[config.mk]
export PLATFORM = sky130hd
export DESIGN_NAME = pt_walker
export DESIGN_NICKNAME = d
export VERILOG_FILES = /design/src/rtl/pt_walker_pkg.sv /design/src/rtl/pt_addr_gen.sv /design/src/rtl/pt_entry_check.sv /design/src/rtl/pt_walker.sv
export SDC_FILE = /design/constraint.sdc
export NUM_CORES = 1
export LEC_CHECK = 0
export ABC_AREA = 1
export BUFFER_PORTS_ARGS = -buffer_cell sky130_fd_sc_hd__buf_4
export CORE_MARGIN = 2
export CORE_UTILIZATION = 52
export CTS_CLUSTER_DIAMETER = 200
export DETAILED_ROUTE_END_ITERATION = 10
export PLACE_DENSITY = 0.82
export SETUP_SLACK_MARGIN = 0.5
export SLEW_MARGIN = 20
export SYNTH_ARGS = -nofsm -noshare
export SYNTH_HDL_FRONTEND = slang
export SYNTH_SLANG_ARGS = --single-unit
export TNS_END_PERCENT = 10
[constraint.sdc]
create_clock -name clk_i -period 2.25 [get_ports clk_i]
set_clock_uncertainty 0.05 [all_clocks]
set_input_delay 0.1125 -clock clk_i [delete_from_list [all_inputs] [get_ports clk_i]]
set_output_delay 0.1125 -clock clk_i [all_outputs]
set_load 0.02 [all_outputs]
[src/rtl/pt_walker_pkg.sv]
package pt_walker_pkg;

  typedef enum logic [1:0] {
    CAUSE_NONE   = 2'b00,
    CAUSE_ABSENT = 2'b01,
    CAUSE_RO     = 2'b10,
    CAUSE_PRIV   = 2'b11
  } cause_e;

  typedef enum logic [2:0] {
    ST_IDLE,
    ST_RD,
    ST_WAIT,
    ST_WR,
    ST_RESP
  } state_e;

  // entry flag positions
  localparam int unsigned BIT_P  = 0;
  localparam int unsigned BIT_RW = 1;
  localparam int unsigned BIT_US = 2;
  localparam int unsigned BIT_A  = 5;
  localparam int unsigned BIT_D  = 6;
  localparam int unsigned BIT_NX = 63;

  typedef struct packed {
    logic rw;
    logic us;
    logic nx;
  } perm_t;

endpackage

[src/rtl/pt_addr_gen.sv]
module pt_addr_gen #(
  parameter int unsigned LEVELS = 4,
  parameter int unsigned IDX_W  = 9,
  parameter int unsigned OFF_W  = 12,
  parameter int unsigned PA_W   = 52,
  localparam int unsigned VPN_W   = LEVELS * IDX_W,
  localparam int unsigned PPN_W   = PA_W - OFF_W,
  localparam int unsigned LVL_W   = $clog2(LEVELS),
  localparam int unsigned ENT_LSB = OFF_W - IDX_W
) (
  input  logic [PPN_W-1:0] tbase_i,
  input  logic [VPN_W-1:0] vpn_i,
  input  logic [LVL_W-1:0] lvl_i,
  output logic [PA_W-1:0]  addr_o
);

  logic [IDX_W-1:0] idx [LEVELS];

  // level 0 takes the most significant slice
  for (genvar g = 0; g < LEVELS; g++) begin : g_idx
    assign idx[g] = vpn_i[(LEVELS-1-g)*IDX_W +: IDX_W];
  end

  assign addr_o = {tbase_i, idx[lvl_i], {ENT_LSB{1'b0}}};

endmodule

[src/rtl/pt_entry_check.sv]
module pt_entry_check
  import pt_walker_pkg::*;
#(
  parameter int unsigned PTE_W = 64
) (
  input  logic [PTE_W-1:0] pte_i,
  input  logic             last_i,
  input  perm_t            acc_i,
  input  logic             wr_i,
  input  logic             user_i,
  input  logic             fetch_i,
  output perm_t            acc_o,
  output logic             fault_o,
  output cause_e           cause_o,
  output logic             wb_o,
  output logic [PTE_W-1:0] pte_o
);

  always_comb begin
    acc_o.rw = acc_i.rw & pte_i[BIT_RW];
    acc_o.us = acc_i.us & pte_i[BIT_US];
    acc_o.nx = acc_i.nx | pte_i[BIT_NX];

    pte_o        = pte_i;
    pte_o[BIT_A] = 1'b1;
    if (last_i && wr_i) pte_o[BIT_D] = 1'b1;

    cause_o = CAUSE_NONE;
    if (!pte_i[BIT_P]) begin
      cause_o = CAUSE_ABSENT;
    end else if ((user_i && !acc_o.us) || (fetch_i && acc_o.nx)) begin
      cause_o = CAUSE_PRIV;
    end else if (wr_i && !acc_o.rw) begin
      cause_o = CAUSE_RO;
    end
    fault_o = (cause_o != CAUSE_NONE);
    wb_o    = !fault_o && (pte_o != pte_i);
  end

endmodule

[src/rtl/pt_walker.sv]
module pt_walker
  import pt_walker_pkg::*;
#(
  parameter int unsigned LEVELS = 4,
  parameter int unsigned IDX_W  = 9,
  parameter int unsigned OFF_W  = 12,
  parameter int unsigned PA_W   = 52,
  parameter int unsigned PTE_W  = 64,
  localparam int unsigned VA_W  = LEVELS * IDX_W + OFF_W,
  localparam int unsigned PPN_W = PA_W - OFF_W
) (
  input  logic             clk_i,
  input  logic             rst_ni,
  input  logic             req_valid_i,
  output logic             req_ready_o,
  input  logic [VA_W-1:0]  req_vaddr_i,
  input  logic             req_write_i,
  input  logic             req_user_i,
  input  logic             req_fetch_i,
  input  logic [PPN_W-1:0] root_ppn_i,
  output logic             mem_req_valid_o,
  input  logic             mem_req_ready_i,
  output logic             mem_req_write_o,
  output logic [PA_W-1:0]  mem_req_addr_o,
  output logic [PTE_W-1:0] mem_req_wdata_o,
  input  logic             mem_rsp_valid_i,
  input  logic [PTE_W-1:0] mem_rsp_rdata_i,
  output logic             rsp_valid_o,
  input  logic             rsp_ready_i,
  output logic             rsp_fault_o,
  output logic [1:0]       rsp_cause_o,
  output logic [PA_W-1:0]  rsp_paddr_o
);

  localparam int unsigned LVL_W = $clog2(LEVELS);

  state_e           state_q;
  logic [LVL_W-1:0] lvl_q;
  logic [VA_W-1:0]  va_q;
  logic             wr_q, user_q, fetch_q;
  logic [PPN_W-1:0] tbase_q;
  perm_t            acc_q;
  logic [PTE_W-1:0] pte_q;
  logic [PA_W-1:0]  ent_addr_q;
  logic             fault_q;
  cause_e           cause_q;
  logic [PA_W-1:0]  paddr_q;

  logic [PA_W-1:0]  rd_addr;
  logic             last;
  perm_t            chk_acc;
  logic             chk_fault;
  cause_e           chk_cause;
  logic             chk_wb;
  logic [PTE_W-1:0] chk_pte;

  assign last = (lvl_q == LVL_W'(LEVELS - 1));

  pt_addr_gen #(
    .LEVELS (LEVELS),
    .IDX_W  (IDX_W),
    .OFF_W  (OFF_W),
    .PA_W   (PA_W)
  ) i_addr_gen (
    .tbase_i (tbase_q),
    .vpn_i   (va_q[VA_W-1:OFF_W]),
    .lvl_i   (lvl_q),
    .addr_o  (rd_addr)
  );

  pt_entry_check #(
    .PTE_W (PTE_W)
  ) i_entry_check (
    .pte_i   (mem_rsp_rdata_i),
    .last_i  (last),
    .acc_i   (acc_q),
    .wr_i    (wr_q),
    .user_i  (user_q),
    .fetch_i (fetch_q),
    .acc_o   (chk_acc),
    .fault_o (chk_fault),
    .cause_o (chk_cause),
    .wb_o    (chk_wb),
    .pte_o   (chk_pte)
  );

  always_ff @(posedge clk_i or negedge rst_ni) begin
    if (!rst_ni) begin
      state_q    <= ST_IDLE;
      lvl_q      <= '0;
      va_q       <= '0;
      wr_q       <= 1'b0;
      user_q     <= 1'b0;
      fetch_q    <= 1'b0;
      tbase_q    <= '0;
      acc_q      <= '{rw: 1'b1, us: 1'b1, nx: 1'b0};
      pte_q      <= '0;
      ent_addr_q <= '0;
      fault_q    <= 1'b0;
      cause_q    <= CAUSE_NONE;
      paddr_q    <= '0;
    end else begin
      case (state_q)
        ST_IDLE: begin
          if (req_valid_i) begin
            va_q    <= req_vaddr_i;
            wr_q    <= req_write_i;
            user_q  <= req_user_i;
            fetch_q <= req_fetch_i;
            tbase_q <= root_ppn_i;
            lvl_q   <= '0;
            acc_q   <= '{rw: 1'b1, us: 1'b1, nx: 1'b0};
            fault_q <= 1'b0;
            cause_q <= CAUSE_NONE;
            paddr_q <= '0;
            state_q <= ST_RD;
          end
        end
        ST_RD: begin
          if (mem_req_ready_i) begin
            ent_addr_q <= rd_addr;
            state_q    <= ST_WAIT;
          end
        end
        ST_WAIT: begin
          if (mem_rsp_valid_i) begin
            acc_q   <= chk_acc;
            pte_q   <= chk_pte;
            tbase_q <= mem_rsp_rdata_i[PA_W-1:OFF_W];
            if (chk_fault) begin
              fault_q <= 1'b1;
              cause_q <= chk_cause;
              state_q <= ST_RESP;
            end else begin
              if (last) paddr_q <= {mem_rsp_rdata_i[PA_W-1:OFF_W], va_q[OFF_W-1:0]};
              if (chk_wb) begin
                state_q <= ST_WR;
              end else if (last) begin
                state_q <= ST_RESP;
              end else begin
                lvl_q   <= lvl_q + 1'b1;
                state_q <= ST_RD;
              end
            end
          end
        end
        ST_WR: begin
          if (mem_req_ready_i) begin
            if (last) begin
              state_q <= ST_RESP;
            end else begin
              lvl_q   <= lvl_q + 1'b1;
              state_q <= ST_RD;
            end
          end
        end
        ST_RESP: begin
          if (rsp_ready_i) state_q <= ST_IDLE;
        end
        default: state_q <= ST_IDLE;
      endcase
    end
  end

  assign req_ready_o     = (state_q == ST_IDLE);
  assign mem_req_valid_o = (state_q == ST_RD) || (state_q == ST_WR);
  assign mem_req_write_o = (state_q == ST_WR);
  assign mem_req_addr_o  = (state_q == ST_WR) ? ent_addr_q : rd_addr;
  assign mem_req_wdata_o = pte_q;
  assign rsp_valid_o     = (state_q == ST_RESP);
  assign rsp_fault_o     = fault_q;
  assign rsp_cause_o     = cause_q;
  assign rsp_paddr_o     = paddr_q;

endmodule

# == Word level (Yosys, flattened, before mapping) ==
# Index checks and enable logic that the tools add are counted.
# classes
addsub,1
mul,0
div_mod_pow,0
n_lt_le_gt_ge,1
n_eq_ne,15
shifts,0
n_mux,42
bitwise,4
n_reduce_logical,22
# op_table
cell,count
2-to-1 mux 52 bit,5
case mux 52 bit (2 select lines),1
2-to-1 mux 40 bit,2
case mux 40 bit (2 select lines),1
2-to-1 mux 3 bit,10
2-to-1 mux 2 bit,11
binary-select mux 9 bit (select 2 bit),1
2-to-1 mux 9 bit,2
case mux 3 bit (5 select lines),1
!= test 2 bit (second input constant),7
AND reduction 5 bit,2
== test 3 x 2 -> 1 bit (second input constant),2
case mux 2 bit (3 select lines),1
case mux 3 bit (2 select lines),1
AND reduction 2 bit,3
AND reduction 6 bit,1
logical AND 1 bit,5
2-to-1 mux 1 bit,4
!= test 2 x 1 -> 1 bit (second input constant),2
case mux 2 bit (2 select lines),1
AND reduction 4 bit,1
nonzero test 2 bit,2
== test 3 x 1 -> 1 bit (second input constant),1
== test 3 bit (second input constant),1
other kinds (13),17
# word_totals
register_bits,267
latch_bits,0
ram_bits,0
romBits,0
inputBits,161
output_inout_bits,175
word_cells,100
memories,0

# == Logic depth before layout (Yosys ltp) ==
# Gate-level depths: netlist of run 1.
# logic_depth
depth_word,13
depth_mapped,11

# == Modules after synthesis ==
# From an unflattened synthesis of run 1, not the netlist that was laid out.
# unflattened
cells_unflattened,1732
hier_area_um2,13216.4
# modules_own_cells
mod,n_inst,cells_each,area_each_um2,seq_area_each_um2
pt_walker,1,1501,11828.8,6759.0
pt_addr_gen,1,149,818.3,0.0
pt_entry_check,1,82,569.3,0.0

# == Worst setup path after synthesis of run 1 ==
# OpenSTA, ideal clock, no wires.
# synth_path
path_type,reg2out
startpoint,reg lvl_q[0]
endpoint,out mem_req_addr_o[11]
arrival_time_ns,1.564
t_required_ns,2.088
path_slack_ns,0.524
path_stages_with_launch,6
path_buffers,1
cell_sequence,dfrtp_1 > clkinv_1 > clkbuf_1 > nand2_1 > a32o_1 > o21ai_0
# synth_via
elab_chain_cells,5
# synth_lines
element,line,text
start: declaration,pt_walker.sv:38,logic [LVL_W-1:0] lvl_q;
start signal: assignment,pt_walker.sv:141,lvl_q <= lvl_q + 1'b1;
start signal: assignment,pt_walker.sv:152,lvl_q <= lvl_q + 1'b1;
NOT 2 -> 3 bit (not written as such),pt_addr_gen.sv:24,"assign addr_o = {tbase_i, idx[lvl_i], {ENT_LSB{1'b0}}};"
binary-select mux 9 bit (select 2 bit),pt_addr_gen.sv:24,
2-to-1 mux 9 bit (not written as such) (2 in series),pt_addr_gen.sv:24,
2-to-1 mux 52 bit,pt_walker.sv:168,assign mem_req_addr_o = (state_q == ST_WR) ? ent_addr_q : rd_addr;
end: declaration,pt_walker.sv:24,"output logic [PA_W-1:0] mem_req_addr_o,"
# Every way passes these cells. The select of a mux whose other input is x is not followed.

# == Worst setup path in the final report of run 1 ==
# layout_path
startpoint,reg state_q[0]
endpoint,out mem_req_addr_o[35]
# layout_via
elab_chain_cells,2
# layout_lines
element,line,text
start: declaration,pt_walker.sv:37,state_e state_q;
start signal: assignment,pt_walker.sv:89,state_q <= ST_IDLE;
start signal: assignment,pt_walker.sv:116,state_q <= ST_RD;
start signal: assignment,pt_walker.sv:122,state_q <= ST_WAIT;
== test 3 x 2 -> 1 bit,pt_walker.sv:168,
2-to-1 mux 52 bit,pt_walker.sv:168,
# Every way passes these cells.

==> impl_results.md, run 1 <==
- Leading post-synthesis cells by cell area: dfrtp_1 58%, nand2_1 20%, o21ai_0 6.8%, a31oi_1 2.3%, o21ai_1 1.9%
- CTS Buf Count: 28
- Drt total wl: 41,100 um
- Main synth FF type: dfrtp_1
- CTS sink cnt: 267
- Post-DRT Antenna Nets: 0
- Worst-path clk slew: 0.07 ns
- Commonest cells post-synth: 605 x nand2_1, 265 x dfrtp_1, 155 x o21ai_0
- Leak Pwr: 8.88 nW
- Via count: 11,800
- Setup TNS: 0 ns
- Initial Util: 52.6%
- Non-Filler Instances: 2,155
- Critical path origin: state_q[0]$_DFFE_PN0P_
- Initial antenna violation count: 5
- Worst-Margin Slew: 0.548 ns
- Fin area: 17,500 um2
- Mapped Avg Cell Area: 8.42 um2
- Synth cell types: 30
- P per Cell Area: 1520 nW/um2
- Largest net degree at the start of global routing: 81
- Largest stage delay on the critical path: 0.43 ns
- I/O Buffers: 332
- Post-DP Area: 14,200 um2
- Setup repair after global routing missed its margin: yes
- Vias in the first global route: 11,800
- Req. time, crit path: 2.09 ns
- Gpl congestion: 0.869
- CTS root buf: clkbuf_16
- Final Hold Viols: 0
- Height of the die: 152 um
- WP buf/inv: 4
- Worst vdd ir: 0.846 mV
- Syn Inst Count: 1,356
- Final net count: 2,011
- Status: completed
- DR pass1 iterations: 5
- Synth-to-Final Area Change: 53.6%
- Die area: 23,200 um2
- Final min period: 2.03 ns
- Top Ports: 336
- Max Cap Viol: 0
- First-pass GRT wire length: 62,600 um
- Num rows: 54
- CP startpoint kind: register
- Grt total ovfl: 0
- Synth async-reset ratio: 100%
- Reg2Reg Setup Slack: 0.28 ns
- Tot GR Track Use: 33.6%
- Critical Path AT: 1.87 ns
- Clock buffer depth: 3
- R2R Path End: tbase_q[15]$_DFFE_PN0P_
- DIE WIDTH: 152 um
- Top-count cell post-synth: nand2_1
- Share of layout cells above drive strength 1: 26.6%
- Hold Path Class: in2async
- Starting DRT DRC Count: 893
- Sequential fraction of the synthesis area: 58.5%
- Clock Latency Late Sink: 0.53 ns
- Final Power: 0.0267 W
- Final worst-path cycle share: 90.2%
- Cell mode on critical path: buf_12
- Synthesized flop and latch total: 267
- CP endpoint kind: output port
- DP HPWL: 22,300 um
- Critical path cell sequence: nand2_2 > nor2_4 > buf_12 > buf_12 > clkbuf_16 > o21ai_1 > buf_4
- Core area: 21,700 um2
- FF-to-FF path depth: 9
- H-tree Lvls: 1
- Worst path slowest cell: dfrtp_2
- Mapped Area: 11,400 um2
- Crit Path Max Fanout: 5
- Synth top area share: 58.1%
- Placed Cells: 1,909
- Crit-path leading delay family: buffers and inverters
- Via/cell ratio: 5.47
- Slew HR: 63.5%
- CTS tree: built
- Wire per inst: 19.1 um
- Critical path class: reg2out
- Yosys warns: 0
- Number of synthesized flops with an enable pin: 0
- Final setup viols: 0
- Max Freq: 493 MHz
- Fin. max-slew vios: 0
- Synth area leader: dfrtp_1
- Worst R2R Start: state_q[0]$_DFFE_PN0P_
- DRC Markers: 0
==> where the power goes <==
part / total (W) / internal [W] / switching [W]
Sequential: 0.00842 / 0.00705 / 0.00138
Clock: 0.00477 / 0.00284 / 0.00193
Combinational: 0.0135 / 0.00539 / 0.00808
Total: 0.0267 / 0.0153 / 0.0114
==> registers in the layout (all words and copies together) (netlist names) <==
register and count:
fetch_q 1, rsp_fault_o 1, state_q 3, mem_req_wdata_o 64, lvl_q 2, tbase_q 40
va_q 48, rsp_paddr_o 52, acc_q 3, wr_q 1, user_q 1, ent_addr_q 49
rsp_cause_o 2
==> cell families (layout without fill, tap and decap cells) <==
logic type,after synthesis,after routing,synth area share (%)
adders and majority gates,1,1,0.110
and+or+nand+nor,682,684,23.1
buffers and inverters,145,655,5.93
other,1,8,0.0328
AOI/OAI and AO/OA,260,260,12.3
DFF,267,267,58.5
==> how the worst max path moves through the flow <==
stage / slack [ns] / cells after the start / to
2_1_floorplan: 0.52 / 5 / mem_req_addr_o[11]
3_3_place_gp: 0.38 / 8 / rsp_paddr_o[1]$_DFFE_PN0P_
3_5_place_dp: 0.31 / 7 / mem_req_wdata_o[63]$_DFFE_PN0P_
4_1_cts: 0.24 / 6 / mem_req_addr_o[3]
5_1_grt: 0.17 / 6 / mem_req_addr_o[3]
6_report: 0.22 / 7 / mem_req_addr_o[35]
==> routing by layer <==
metal  share of wire [%]  wire length [um]  vias up  track usage [%]
met4                 5.6              2320        0             16.5
met2                  50             20600      633             57.9
li1                    -                 -     5323                -
met5                   0                 0        -                0
met3                 7.4              3050      174             6.00
met1                  37             15100     5668             41.0
==> layout by cell type (no fill, tap or decap), drive strengths merged <==
cell type,count
nand2,611
nor2,57
diode,5
clkinvlp,3
nor4,1
ha,1
dfstp,2
dfrtp,265
a32o,9
clkbuf,45
a31oi,42
bufinv,2
o21ai,198
or2,1
nor3,1
nand4,1
dlygate4sd3,158
buf,383
nand3,12
conb,3
clkinv,7
inv,57
a21oi,11
==> per-stage QoR <==
stage / utilization (%) / worst slack [ns] / hold WS, ns
floorplan: - / 0.524 / -0.233
CTS: 79.3 / 0.245 / 0.0442
global route: 80.8 / 0.167 / 0.117
finish: 80.9 / 0.220 / 0.0649
detailed placement: 65.3 / 0.314 / 0.0610
global placement: 65.3 / 0.382 / 0.0585
==> repair_timing <==
item | 4_1_cts | 5_1_grt
pin swaps | 1 | 6
gates cloned | 7 | 6
hold endpoints to repair | 430 | 9
setup buffers | 9 | 10
endpoints found under the setup margin | 283 | 310
resized for setup | 105 | 49
hold buffers | 157 | 1
==> final cells by class <==
type | instances | area [um2]
timing repair buffer | 545 | 5000
sequential | 267 | 6690
clock buffer | 41 | 851
clock inverter | 10 | 108
inverter | 59 | 249
fill | 1241 | 4150
tap | 280 | 350
antenna | 5 | 12.5
multi-input combinational | 948 | 4280
(Power assumes the default switching activity.)
==> inputs of run 2 (changes only) <==
--- a/config.mk
+++ b/config.mk
@@ -8,13 +8,14 @@
 export ABC_AREA = 1
 export BUFFER_PORTS_ARGS = -buffer_cell sky130_fd_sc_hd__buf_4
 export CORE_MARGIN = 2
-export CORE_UTILIZATION = 52
+export CORE_UTILIZATION = 45
 export CTS_CLUSTER_DIAMETER = 200
 export DETAILED_ROUTE_END_ITERATION = 10
-export PLACE_DENSITY = 0.82
+export PLACE_DENSITY = 0.73
+export RECOVER_POWER = 100
 export SETUP_SLACK_MARGIN = 0.5
 export SLEW_MARGIN = 20
 export SYNTH_ARGS = -nofsm -noshare
 export SYNTH_HDL_FRONTEND = slang
 export SYNTH_SLANG_ARGS = --single-unit
-export TNS_END_PERCENT = 10
+export TNS_END_PERCENT = 20
==> run 2 against run 1 <==
  * Die area grew 15%
  * Cell area shrank 2.5%
  * Hold slack lost 0.0064 ns
  * Via count shrank 1.8%
  * Sequential share of layout area grew 0.98 points
  * Register-to-register slack lost 0.09 ns
==> impl_results.md, run 2 (synthesized netlist as in run 1, its figures left out) <==
- Via/cell ratio: 5.24
- CTS sink cnt: 267
- CTS root buf: clkbuf_16
- Detail Route met3 WL: 2970 um
- Final net count: 2,021
- Max Cap Viol: 0
- Fin. max-slew vios: 0
- Cell mode on critical path: buf_12
- Via count: 11,600
- Die area: 26,700 um2
- I/O Buffers: 332
- Leading cell types in the layout, fill and taps excluded: 591 x nand2_1, 262 x dfrtp_1, 190 x buf_4
- Num rows: 58
- Commonest non-fill, non-tap cell in the layout: nand2_1
- Hold Path Class: in2reg
- Top Ports: 336
- CP startpoint kind: register
- H-tree Lvls: 1
- Crit-path leading delay family: buffers and inverters
- Vias in the first global route: 11,500
- DIE WIDTH: 163 um
- Reg2Reg Setup Slack: 0.19 ns
- Largest stage delay on the critical path: 0.38 ns
- Leak Pwr: 8.38 nW
- WP depth: 9
- WHS Endpoint: rsp_fault_o$_DFFE_PN0P_
- Wire per inst: 18.7 um
- WP buf/inv: 5
- R2R Path End: tbase_q[3]$_DFFE_PN0P_
- Status: completed
- Worst path slowest cell: dfrtp_2
- Post-DP Area: 14,200 um2
- P per Cell Area: 1500 nW/um2
- Final Hold Viols: 0
- Final Power: 0.0256 W
- Crit Path Max Fanout: 5
- Largest net degree at the start of global routing: 87
- Gpl congestion: 0.835
- Drt total wl: 41,200 um
- Met2 WL: 20,400 um
- Final setup viols: 0
- First-pass GRT wire length: 59,300 um
- Share of layout cells above drive strength 1: 19.1%
- CTS Buf Count: 28
- Fin area: 17,100 um2
- Worst-Margin Slew: 1.28 ns
- Tot GR Track Use: 28.2%
- FF-to-FF path depth: 10
- DRT met1 WL: 15,900 um
- Post-DRT Antenna Nets: 0
- Critical Path AT: 1.96 ns
- CP endpoint kind: output port
- DR pass1 iterations: 6
- Height of the die: 163 um
- DRC Markers: 0
- CTS tree: built
- Synth-to-Final Area Change: 49.8%
- Max reg flops: 64
- Worst R2R Start: state_q[0]$_DFFE_PN0P_
- Max Used Layer: met4
- Worst vdd ir: 0.670 mV
- Critical path class: reg2out
- Starting DRT DRC Count: 1,078
- Grt total ovfl: 0
- Slew HR: 14.9%
- DP HPWL: 22,900 um
- Req. time, crit path: 2.09 ns
- Initial antenna violation count: 0
- Hold path start: mem_rsp_valid_i
- WHS Path Cells: 5
- Setup repair after global routing missed its margin: yes
- Worst-path clk slew: 0.07 ns
- Setup TNS: 0 ns
- Clock Latency Late Sink: 0.54 ns
- Core area: 25,000 um2
- Initial Util: 45.6%
- Final min period: 2.12 ns
- Critical path cell sequence: buf_12 > nand2_4 > nor2_4 > buf_6 > buf_12 > buf_16 > nand2_2 > o21ai_1 > clkbuf_1
- Clock buffer depth: 3
- Max Freq: 471 MHz
- Finished Core Util: 68.3%
- Final worst-path cycle share: 94.4%
[run 2: cell types whose count changed in the layout (fill, tap and decap cells not counted), moves of 3 or more]
cell,before,now
nand2_4,5,8
buf_12,16,9
o21ai_1,71,43
clkbuf_16,33,38
clkbuf_2,0,14
nand2_2,12,9
diode_2,5,1
o21ai_0,103,129
clkbuf_1,4,154
buf_4,335,190
o21ai_4,1,9
o21ai_2,23,17
[run 2: final cells by class]
cell class                 count  area [um2]
multi-input combinational    946        4330
clock inverter                 7        62.6
sequential                   267        6690
fill                        2018        7940
tap                          330         413
antenna                        1        2.50
inverter                      59         231
timing repair buffer         557        4530
clock buffer                  44         842
[run 2: power by group]
group          internal [W]  leakage [nW]  switching (W)  total [W]
clock               0.00267         0.445        0.00190    0.00457
sequential          0.00705          3.34        0.00134    0.00838
combinational       0.00456          4.60        0.00814     0.0127
total                0.0143          8.38         0.0114     0.0256
[run 2: how the worst max path moves through the flow]
stage,from,end,slack (ns)
after global placement,state_q[0]$_DFFE_PN0P_,mem_req_addr_o[44],0.24
after CTS,state_q[0]$_DFFE_PN0P_,mem_req_addr_o[44],0.15
after floorplan,lvl_q[0]$_DFFE_PN0P_,mem_req_addr_o[11],0.52
final,state_q[0]$_DFFE_PN0P_,mem_req_addr_o[22],0.13
after detailed placement,state_q[0]$_DFFE_PN0P_,mem_req_addr_o[44],0.24
after global routing,lvl_q[0]$_DFFE_PN0P_,mem_req_addr_o[7],0.06
[run 2: worst min-delay path, cell delays in order]
cell and delay [ns]:
buf_4 0.09, inv_1 0.03, nand3_1 0.10, nand2_1 0.11, o21ai_0 0.18
[run 2: repair_timing]
item,CTS,global route
gates cloned,7,13
hold buffers,157,0
resized for setup,121,55
buffers inserted,13,5
setup endpoints to repair,191,293
pin swaps,2,4
endpoints found under the hold margin,388,0
[run 2: routing by layer]
metal  up-vias  global-route usage (%)
met4         0                    11.1
met3       152                    5.51
met1      5516                    34.2
li1       5336                       -
met5         -                       0
met2       576                    49.5
[run 2: per-stage QoR]
stage	instances	worst slack (ns)	hold WS [ns]
after floorplan	1358	0.524	-0.233
after global placement	1964	0.239	0.0765
after detailed placement	1964	0.244	0.0769
after CTS	2192	0.145	0.0347
after global routing	2210	0.0631	0.121
final	2211	0.126	0.0585
